`src/rtl/uart_wake_pkg.sv`:
```
package uart_wake_pkg;

    localparam int DATA_W = 8;

    typedef enum logic [1:0] {
        ST_IDLE,
        ST_START,
        ST_DATA,
        ST_STOP
    } rx_state_e;

    typedef struct packed {
        logic [DATA_W-1:0] data;
        logic              stop_ok;
    } frame_t;

    function automatic logic vote3(input logic [2:0] s);
        return (s[0] & s[1]) | (s[0] & s[2]) | (s[1] & s[2]);
    endfunction

endpackage

```
`src/rtl/uart_wake_sync.sv`:
```
module uart_wake_sync #(
    parameter int STAGES = 2
) (
    input  logic clk,
    input  logic rst,
    input  logic din,
    output logic dout
);
    logic [STAGES-1:0] chain;

    generate
        for (genvar g = 0; g < STAGES; g++) begin : g_stage
            if (g == 0) begin : g_first
                always_ff @(posedge clk) begin
                    if (rst) chain[0] <= 1'b1;
                    else     chain[0] <= din;
                end
            end else begin : g_next
                always_ff @(posedge clk) begin
                    if (rst) chain[g] <= 1'b1;
                    else     chain[g] <= chain[g-1];
                end
            end
        end
    endgenerate

    assign dout = chain[STAGES-1];
endmodule

```
`src/rtl/uart_wake_sampler.sv`:
```
module uart_wake_sampler
    import uart_wake_pkg::*;
#(
    parameter int OS_RATE = 16
) (
    input  logic   clk,
    input  logic   rst,
    input  logic   enable,
    input  logic   tick,
    input  logic   rxd,
    output logic   done,
    output frame_t frame
);
    localparam int CW   = $clog2(OS_RATE);
    localparam int BW   = $clog2(DATA_W);
    localparam int SMID = OS_RATE / 2;

    rx_state_e         state;
    logic [CW-1:0]     cnt;
    logic [1:0]        votes;
    logic [BW-1:0]     bit_idx;
    logic [DATA_W-1:0] shreg;
    logic              bit_val;

    assign bit_val = vote3({votes[1], votes[0], rxd});

    always_ff @(posedge clk) begin
        if (rst || !enable) begin
            state   <= ST_IDLE;
            cnt     <= '0;
            votes   <= '0;
            bit_idx <= '0;
            shreg   <= '0;
            done    <= 1'b0;
            frame   <= '0;
        end else begin
            done <= 1'b0;
            if (tick) begin
                if (state == ST_IDLE) begin
                    if (!rxd) begin
                        state <= ST_START;
                        cnt   <= CW'(1);
                    end
                end else begin
                    cnt <= (cnt == CW'(OS_RATE - 1)) ? '0 : cnt + CW'(1);
                    if (cnt == CW'(SMID - 1)) votes[0] <= rxd;
                    if (cnt == CW'(SMID))     votes[1] <= rxd;
                    if (cnt == CW'(SMID + 1)) begin
                        case (state)
                            ST_START: if (bit_val) state <= ST_IDLE;
                            ST_DATA:  shreg <= {bit_val, shreg[DATA_W-1:1]};
                            ST_STOP: begin
                                done          <= 1'b1;
                                frame.data    <= shreg;
                                frame.stop_ok <= bit_val;
                                state         <= ST_IDLE;
                            end
                            default: ;
                        endcase
                    end
                    if (cnt == CW'(OS_RATE - 1)) begin
                        case (state)
                            ST_START: begin
                                state   <= ST_DATA;
                                bit_idx <= '0;
                            end
                            ST_DATA: begin
                                if (bit_idx == BW'(DATA_W - 1)) state <= ST_STOP;
                                else bit_idx <= bit_idx + BW'(1);
                            end
                            default: ;
                        endcase
                    end
                end
            end
        end
    end
endmodule

```
`src/rtl/uart_wake_idle.sv`:
```
module uart_wake_idle #(
    parameter int OS_RATE   = 16,
    parameter int IDLE_BITS = 10
) (
    input  logic clk,
    input  logic rst,
    input  logic enable,
    input  logic tick,
    input  logic rxd,
    output logic idle_hit
);
    localparam int LIMIT = OS_RATE * IDLE_BITS;
    localparam int W     = $clog2(LIMIT + 1);

    logic [W-1:0] run;

    always_ff @(posedge clk) begin
        if (rst || !enable) begin
            run      <= '0;
            idle_hit <= 1'b0;
        end else begin
            idle_hit <= 1'b0;
            if (tick) begin
                if (!rxd) begin
                    run <= '0;
                end else if (run != W'(LIMIT)) begin
                    run <= run + W'(1);
                    if (run == W'(LIMIT - 1)) idle_hit <= 1'b1;
                end
            end
        end
    end
endmodule

```
`src/rtl/uart_wake_rx.sv`:
```
module uart_wake_rx
    import uart_wake_pkg::*;
#(
    parameter int OS_RATE     = 16,
    parameter int IDLE_BITS   = 10,
    parameter int SYNC_STAGES = 2
) (
    input  logic              clk,
    input  logic              rst,
    input  logic              rx_in,
    input  logic              os_tick,
    input  logic              rx_en,
    input  logic              standby_set,
    input  logic              wake_addr_mode,
    input  logic              rd_strobe,
    output logic [DATA_W-1:0] rx_data,
    output logic              rx_full,
    output logic              standby
);
    logic   rxd;
    logic   done;
    frame_t frame;
    logic   idle_hit;
    logic   addr_wake;
    logic   idle_wake;
    logic   deliver;

    uart_wake_sync #(.STAGES(SYNC_STAGES)) u_sync (
        .clk  (clk),
        .rst  (rst),
        .din  (rx_in),
        .dout (rxd)
    );

    uart_wake_sampler #(.OS_RATE(OS_RATE)) u_sampler (
        .clk    (clk),
        .rst    (rst),
        .enable (rx_en),
        .tick   (os_tick),
        .rxd    (rxd),
        .done   (done),
        .frame  (frame)
    );

    uart_wake_idle #(.OS_RATE(OS_RATE), .IDLE_BITS(IDLE_BITS)) u_idle (
        .clk      (clk),
        .rst      (rst),
        .enable   (rx_en),
        .tick     (os_tick),
        .rxd      (rxd),
        .idle_hit (idle_hit)
    );

    assign addr_wake = standby && wake_addr_mode && done && frame.stop_ok
                       && frame.data[DATA_W-1];
    assign idle_wake = standby && !wake_addr_mode && idle_hit;
    assign deliver   = done && frame.stop_ok && (!standby || addr_wake);

    always_ff @(posedge clk) begin
        if (rst) begin
            rx_data <= '0;
            rx_full <= 1'b0;
            standby <= 1'b0;
        end else begin
            if (deliver) rx_data <= frame.data;

            if (deliver)        rx_full <= 1'b1;
            else if (rd_strobe) rx_full <= 1'b0;

            if (standby_set)                 standby <= 1'b1;
            else if (addr_wake || idle_wake) standby <= 1'b0;
        end
    end
endmodule

```
`config.mk`:
```
export PLATFORM = sky130hd
export DESIGN_NAME = uart_wake_rx
export DESIGN_NICKNAME = d
export VERILOG_FILES = /design/src/rtl/uart_wake_pkg.sv /design/src/rtl/uart_wake_sync.sv /design/src/rtl/uart_wake_sampler.sv /design/src/rtl/uart_wake_idle.sv /design/src/rtl/uart_wake_rx.sv
export SDC_FILE = /design/constraint.sdc
export NUM_CORES = 1
export LEC_CHECK = 0
export ABC_AREA = 1
export BUFFER_PORTS_ARGS = -buffer_cell sky130_fd_sc_hd__buf_2
export CAP_MARGIN = 10
export CORE_UTILIZATION = 61
export CTS_BUF_LIST = sky130_fd_sc_hd__clkbuf_2 sky130_fd_sc_hd__clkbuf_4 sky130_fd_sc_hd__clkbuf_8
export DETAILED_ROUTE_END_ITERATION = 8
export PLACE_DENSITY = 0.89
export SLEW_MARGIN = 20
export SYNTH_ARGS = -nofsm -noshare
export SYNTH_HDL_FRONTEND = slang
export SYNTH_SLANG_ARGS = --single-unit
```
`constraint.sdc`:
```
create_clock -name clk -period 1.75 [get_ports clk]
set_clock_uncertainty 0.1 [all_clocks]
set_input_delay 0.2625 -clock clk [delete_from_list [all_inputs] [get_ports clk]]
set_output_delay 0.2625 -clock clk [all_outputs]
set_load 0.01 [all_outputs]
```
; ---- After elaboration in Yosys (flattened, before gate mapping)
; Index checks and enable logic that the tools add are counted.
[word_totals]
reg_bits = 50
output_inout_bits = 10
[classes]
n_addsub = 3
n_eq_ne = 13
muxes = 21
n_bitwise = 10
n_reduce_logical = 27
[ops]
columns = op, count
row1 = 2-to-1 mux 8 bit, 2
row2 = equality test 4 bit (second input constant), 3
row3 = 2-to-1 mux 2 bit, 6
row4 = 2-to-1 mux 4 bit, 3
row5 = adder 8 x 1 -> 8 bit (second input constant), 1
row6 = equality test 8 bit (second input constant), 1
row7 = logical AND 1 bit, 8
row8 = != test 8 bit (second input constant), 1
row9 = case mux 2 bit (2 select lines), 2
row10 = AND reduction 4 bit, 2
row11 = OR reduction 4 bit, 2
row12 = 2-to-1 mux 1 bit, 6
row13 = case mux 3 bit (2 select lines), 1
row14 = AND reduction 3 bit, 2
row15 = nonzero test 2 bit, 3
row16 = inverter 1 bit, 5
row17 = AND reduction 5 bit, 1
row18 = adder 4 x 1 -> 4 bit (second input constant), 1
row19 = equality test 2 bit (second input constant), 2
row20 = equality test 4 x 3 -> 1 bit (second input constant), 1
row21 = != test 2 bit (second input constant), 2
row22 = AND reduction 2 bit, 2
row23 = adder 3 x 1 -> 3 bit (second input constant), 1
row24 = bitwise AND 1 bit, 3
row25 = other kinds (8), 13

; ---- Longest topological paths before layout
[logic_depth]
word_depth = 10
depth_mapped = 11
depth_no_buf = 11

; ---- Modules after synthesis
; Synthesis repeated with hierarchy kept, for this count alone.
[unflattened]
cells_unflattened = 352
hier_area_um2 = 2532.4
[modules_own_cells]
columns = module, n_inst, cells_each, area_each_um2
row1 = uart_wake_sampler, 1, 182, 1390.1
row2 = uart_wake_idle, 1, 96, 640.6
row3 = uart_wake_rx, 1, 67, 442.9
row4 = uart_wake_sync, 1, 7, 58.8

; ---- Worst setup path before layout
; Ideal clock, no wire load.
[synth_path]
path_kind = flip-flop to flip-flop
startpoint = register u_sampler.state[1]
endpoint = register u_sampler.shreg[0]
setup_time_ps = 116
arrival_time_ps = 1376
t_required_ps = 1534
setup_slack_ps = 158
stages_incl_launch_ff = 9
n_path_buf = 0
period_less_slack_ps = 1592
cell_sequence = dfxtp_1 inv_1 ha_1 nor2_4 inv_2 nor3_4 inv_2 nor2_1 nor2_1
[synth_via]
elab_chain_len = 3
[synth_lines]
columns = item, line_no
row1 = start: declaration, uart_wake_sampler.sv:18  ; rx_state_e state;
row2 = start signal: assignment, uart_wake_sampler.sv:29  ; state <= ST_IDLE;
row3 = start signal: assignment, uart_wake_sampler.sv:41  ; state <= ST_START;
row4 = start signal: assignment, uart_wake_sampler.sv:50  ; ST_START: if (bit_val) state <= ST_IDLE;
row5 = logical NOT 2 bit, uart_wake_sampler.sv:39  ; if (state == ST_IDLE) begin
row6 = inverter 1 bit (no source line), n/a
row7 = AND reduction 4 bit (no source line) (*), n/a
row8 = end signal: assignment, uart_wake_sampler.sv:51  ; ST_DATA: shreg <= {bit_val, shreg[DATA_W-1:1]};
row9 = end: declaration, uart_wake_sampler.sv:22  ; logic [DATA_W-1:0] shreg;
; Every way passes the cells marked *; elsewhere a longest branch is shown, timed or not.
; A chain may end at the register's enable or synchronous reset.

; ---- Worst setup path after layout
[layout_path]
startpoint = register u_sampler.cnt[1]
endpoint = register u_sampler.shreg[1]
[layout_via]
elab_chain_len = 2
[layout_lines]
columns = item, line_no
row1 = start: declaration, uart_wake_sampler.sv:19  ; logic [CW-1:0] cnt;
row2 = start signal: assignment, uart_wake_sampler.sv:45  ; cnt <= (cnt == CW'(OS_RATE - 1)) ? '0 : cnt + CW'(1);
row3 = equality test 4 bit, uart_wake_sampler.sv:48  ; if (cnt == CW'(SMID + 1)) begin
row4 = AND reduction 4 bit (no source line), n/a
; Every way passes these cells.

==> impl_summary.md <==
STA
The final critical delay including setup and external delays is about 1.6 ns. In the finished design, the share of the clock period the worst path needs comes to 0.910. The sum of negative setup slack is 0 ns.

In this run the tightest slew margin relative to its limit is 0.716. The number of hold violations in the final report is 0. The number of pins exceeding their max-slew limit in the final report came to 0.

The maximum achievable frequency is 0.628 GHz. The count of final setup violators is 0. The slew at the pin with the worst max-slew slack is 0.426 ns.

The worst hold margin is 0.0427 ns. Setup repair after global routing left no endpoint under its margin.

Synth
Counting every net in the synthesized netlist gives between 300 and 400. The area of the mapped netlist is 0.00225 sq mm. The number of different library cells used by synthesis comes to 25. The fraction of registers with async set or reset after synthesis is 0.

The post-synthesis register bit count is 50. The dominant cell type by area after synthesis is sky130_fd_sc_hd__dfxtp_1. Ranked by total cell area, the synthesized netlist is headed by sky130_fd_sc_hd__dfxtp_1 (45%), sky130_fd_sc_hd__nand2_1 (11%), sky130_fd_sc_hd__nor2_1 (9.8%). During synthesis, Yosys emitted a total of 0 warnings. The xor/xnor share of the synthesized area is 0.00390. Of the total synthesized cell area, the portion taken by full adders, half adders and majority gates is 0.0668.

Of the synthesized area, sequential elements account for 0.445. The fraction of synthesized cell area taken by the top area cell type is 0.445. By area, the combinational part of the netlist is dominated by simple AND/OR/NAND/NOR gates. The number of enable-type register cells in the synthesized netlist is 0. The number of instances in the synthesized netlist is 314. The post-synthesis simple-gate area fraction is 0.278.

Each instance of the synthesized netlist takes up on average 7.16 sq um. Among all flip-flop cells after synthesis, the most frequent one is sky130_fd_sc_hd__dfxtp_1. Of the post-synthesis cell area, the part taken by muxes is 0. The compound-gate portion of the synthesized area is 0.130.

Route
The via density per instance is 5.13. For this run, design rule violations remaining after detail routing come to 0. The number of violations reported at the end of detailed-routing iteration 0 is around 150. Dividing the detail-routed wire length by the instance count gives around 11 um. The detailed-route wire length is around 4.3 mm. The post-route antenna net violation count is 0.

The number of optimization iterations in the first detailed-route pass is 5. Summing over every cut layer, the via total after detailed routing is 1984.

Setup path
The worst register-to-register path has a depth of 7. The critical path in this run is classified as flip-flop to flip-flop. The type of element capturing the critical path is a flip-flop. The worst-path maximum fanout is 5.

The endpoint arrival time on the critical path is 1.73 ns. STA puts the critical path data required time at about 1.9 ns. The startpoint class of the critical path is a flip-flop.

GRT
The number of antenna violations at the first check in global routing was 0. The first global-routing pass estimated 7.50 mm of wire. Global routing finished with a remaining overflow of 0.

The largest net degree at the start of global routing is 24. The via count of the first global-routing pass is approximately 1800. The global routing usage summed across all routing layers is 0.244.

Clock tree
The clock insertion delay at the later pin of the skew report is between 0.3 and 0.4 ns. The sink count of the clock tree is 50. In this run, CTS created clock tree buffers numbering 5. The count of hold-fix buffers inserted at cts is 0. The clock-pin slew on the worst setup and hold paths is 0.09 ns. The H-tree generated during clock tree synthesis spans 2 levels. The root cell of the clock tree is sky130_fd_sc_hd__clkbuf_8. The maximum buffer depth of the clock tree is 2. TritonCTS built the clock tree.

Placement
The post-detailed-placement cell area is 0.00241 sq mm. The number of input and output port buffers inserted is 17. The routability congestion estimate is 0.870. Detailed placement finished with a half-perimeter wire length of 3.01 mm.

Final layout
With fillers left out, the area of the finished cells amounts to 0.00256 sq mm. The count of antenna diodes in the layout is 0. The utilization after layout is 0.745.

The layout filler cell count is 259. The area overhead of the layout relative to synthesis is 14.0%. For this run, the post-layout net count is 360. Leaving out fill and tap cells, the most frequent cell in the layout is sky130_fd_sc_hd__nand2_1. The sequential cell area is 0.00101 sq mm.

Of the cells placed in the final design, the portion with a size suffix greater than 1 is 0.155. In the final layout, the multi-input gates occupy 0.00109 sq mm. In the layout the commonest cells are sky130_fd_sc_hd__nand2_1 (65), sky130_fd_sc_hd__nor2_1 (58), sky130_fd_sc_hd__dfxtp_1 (46).

Run status
The run finished with clean final reports.

Floorplanning
The floorplan step defined a die boundary enclosing ~0.0039 sq mm. The core box area is 0.00344 sq mm. In this run the core area contains 21 standard-cell rows. In this run the horizontal extent of the chip is 62.7 um.

The number of placed I/O pins is 18. For this configuration, the core starts out at a cell density of 0.653. The die is 62.7 um tall.

Worst hold path
The path class of the tightest hold or removal check is primary input to flip-flop. The cell count of the worst hold path is 2.

Pwr
The analysis attributes to cell leakage a power of ~1.1 nW. The power density over the cells is about 790 mW/mm^2. The peak ir drop on the vdd network is 0.862 mV. The overall power of the completed layout is 2.03 mW.

Flow run
The max-cap check violation count is 0.
## cell usage after synthesis, types with 2 or more instances
master,count
sky130_fd_sc_hd__clkbuf_1,3
sky130_fd_sc_hd__nor3_4,2
sky130_fd_sc_hd__nand2_1,67
sky130_fd_sc_hd__or2_2,2
sky130_fd_sc_hd__nand3_1,13
sky130_fd_sc_hd__a21oi_1,25
sky130_fd_sc_hd__o21ai_1,3
sky130_fd_sc_hd__o21ai_0,26
sky130_fd_sc_hd__ha_1,12
sky130_fd_sc_hd__nor2_1,59
sky130_fd_sc_hd__inv_2,5
sky130_fd_sc_hd__nand4_1,2
sky130_fd_sc_hd__buf_2,2
sky130_fd_sc_hd__dfxtp_1,50
sky130_fd_sc_hd__inv_1,33
## flip-flops by register name (all words and copies together) (netlist names), 2 cells and up
register,count
rx_data,8
u_sampler.state,2
u_sampler.cnt,4
u_sampler.votes,2
u_sampler.frame,9
u_sampler.bit_idx,3
u_idle.run,8
u_sampler.shreg,8
## power by group
part / switching [mW] / internal, mW
logic: 0.0441 / 0.0239
registers: 0.00509 / 1.14
clock network: 0.385 / 0.428
total: 0.434 / 1.59
## cell families after synthesis
kind of cell / after synthesis
AOI/OAI and AO/OA: 57
xor gates and xnor gates: 1
adders and majority gates: 12
DFF: 50
buffers and inverters: 45
and+or+nand+nor: 149
## per-layer routing
layer	wire, um	part of all wire	global-route usage
met5	0	0	0
met4	62	0.014	0.0872
met3	205	0.048	0.0730
met2	2060	0.48	0.429
met1	1990	0.46	0.276
## layout make-up
cell class	instances	area share
Timing Repair Buffer	25	0.0566
Tap cell	46	0.0224
Inverter	39	0.0571
Clock inverter	3	0.0171
Sequential cell	50	0.393
Clock buffer	5	0.0268
Multi-Input combinational cell	219	0.427
## worst max-delay path, cell delays in order, from the launching register on
cell,delay (ns)
sky130_fd_sc_hd__dfxtp_4,0.36
sky130_fd_sc_hd__inv_1,0.07
sky130_fd_sc_hd__ha_1,0.14
sky130_fd_sc_hd__nand3_1,0.21
sky130_fd_sc_hd__nor3_4,0.27
sky130_fd_sc_hd__buf_4,0.16
sky130_fd_sc_hd__o21ai_0,0.09
sky130_fd_sc_hd__nor2_1,0.13
## timing repair
action | in CTS | in global routing
setup buffers | 2 | 0
endpoints found under the setup margin | 1 | 17
resized for setup | 0 | 12
pin swaps | 1 | 2
## final timing paths
| path | endpoint | start | slack, ns |
|---|---|---|---|
| worst min-delay path | u_sync.chain[0] | rx_in | 0.04 |
| worst min register to register | u_sync.dout | u_sync.chain[0] | 0.33 |
| worst max register to register | u_sampler.shreg[1] | u_sampler.cnt[1] | 0.16 |
| worst max-delay path | u_sampler.shreg[1] | u_sampler.cnt[1] | 0.16 |
## stage by stage
stage	std cells	setup WS, ns
detailed placement	377	0.0254
global route	387	0.00143
CTS	387	0.0159
global placement	377	0.104
finish	387	0.157
floorplan	314	0.158
(Power assumes the default switching activity.)
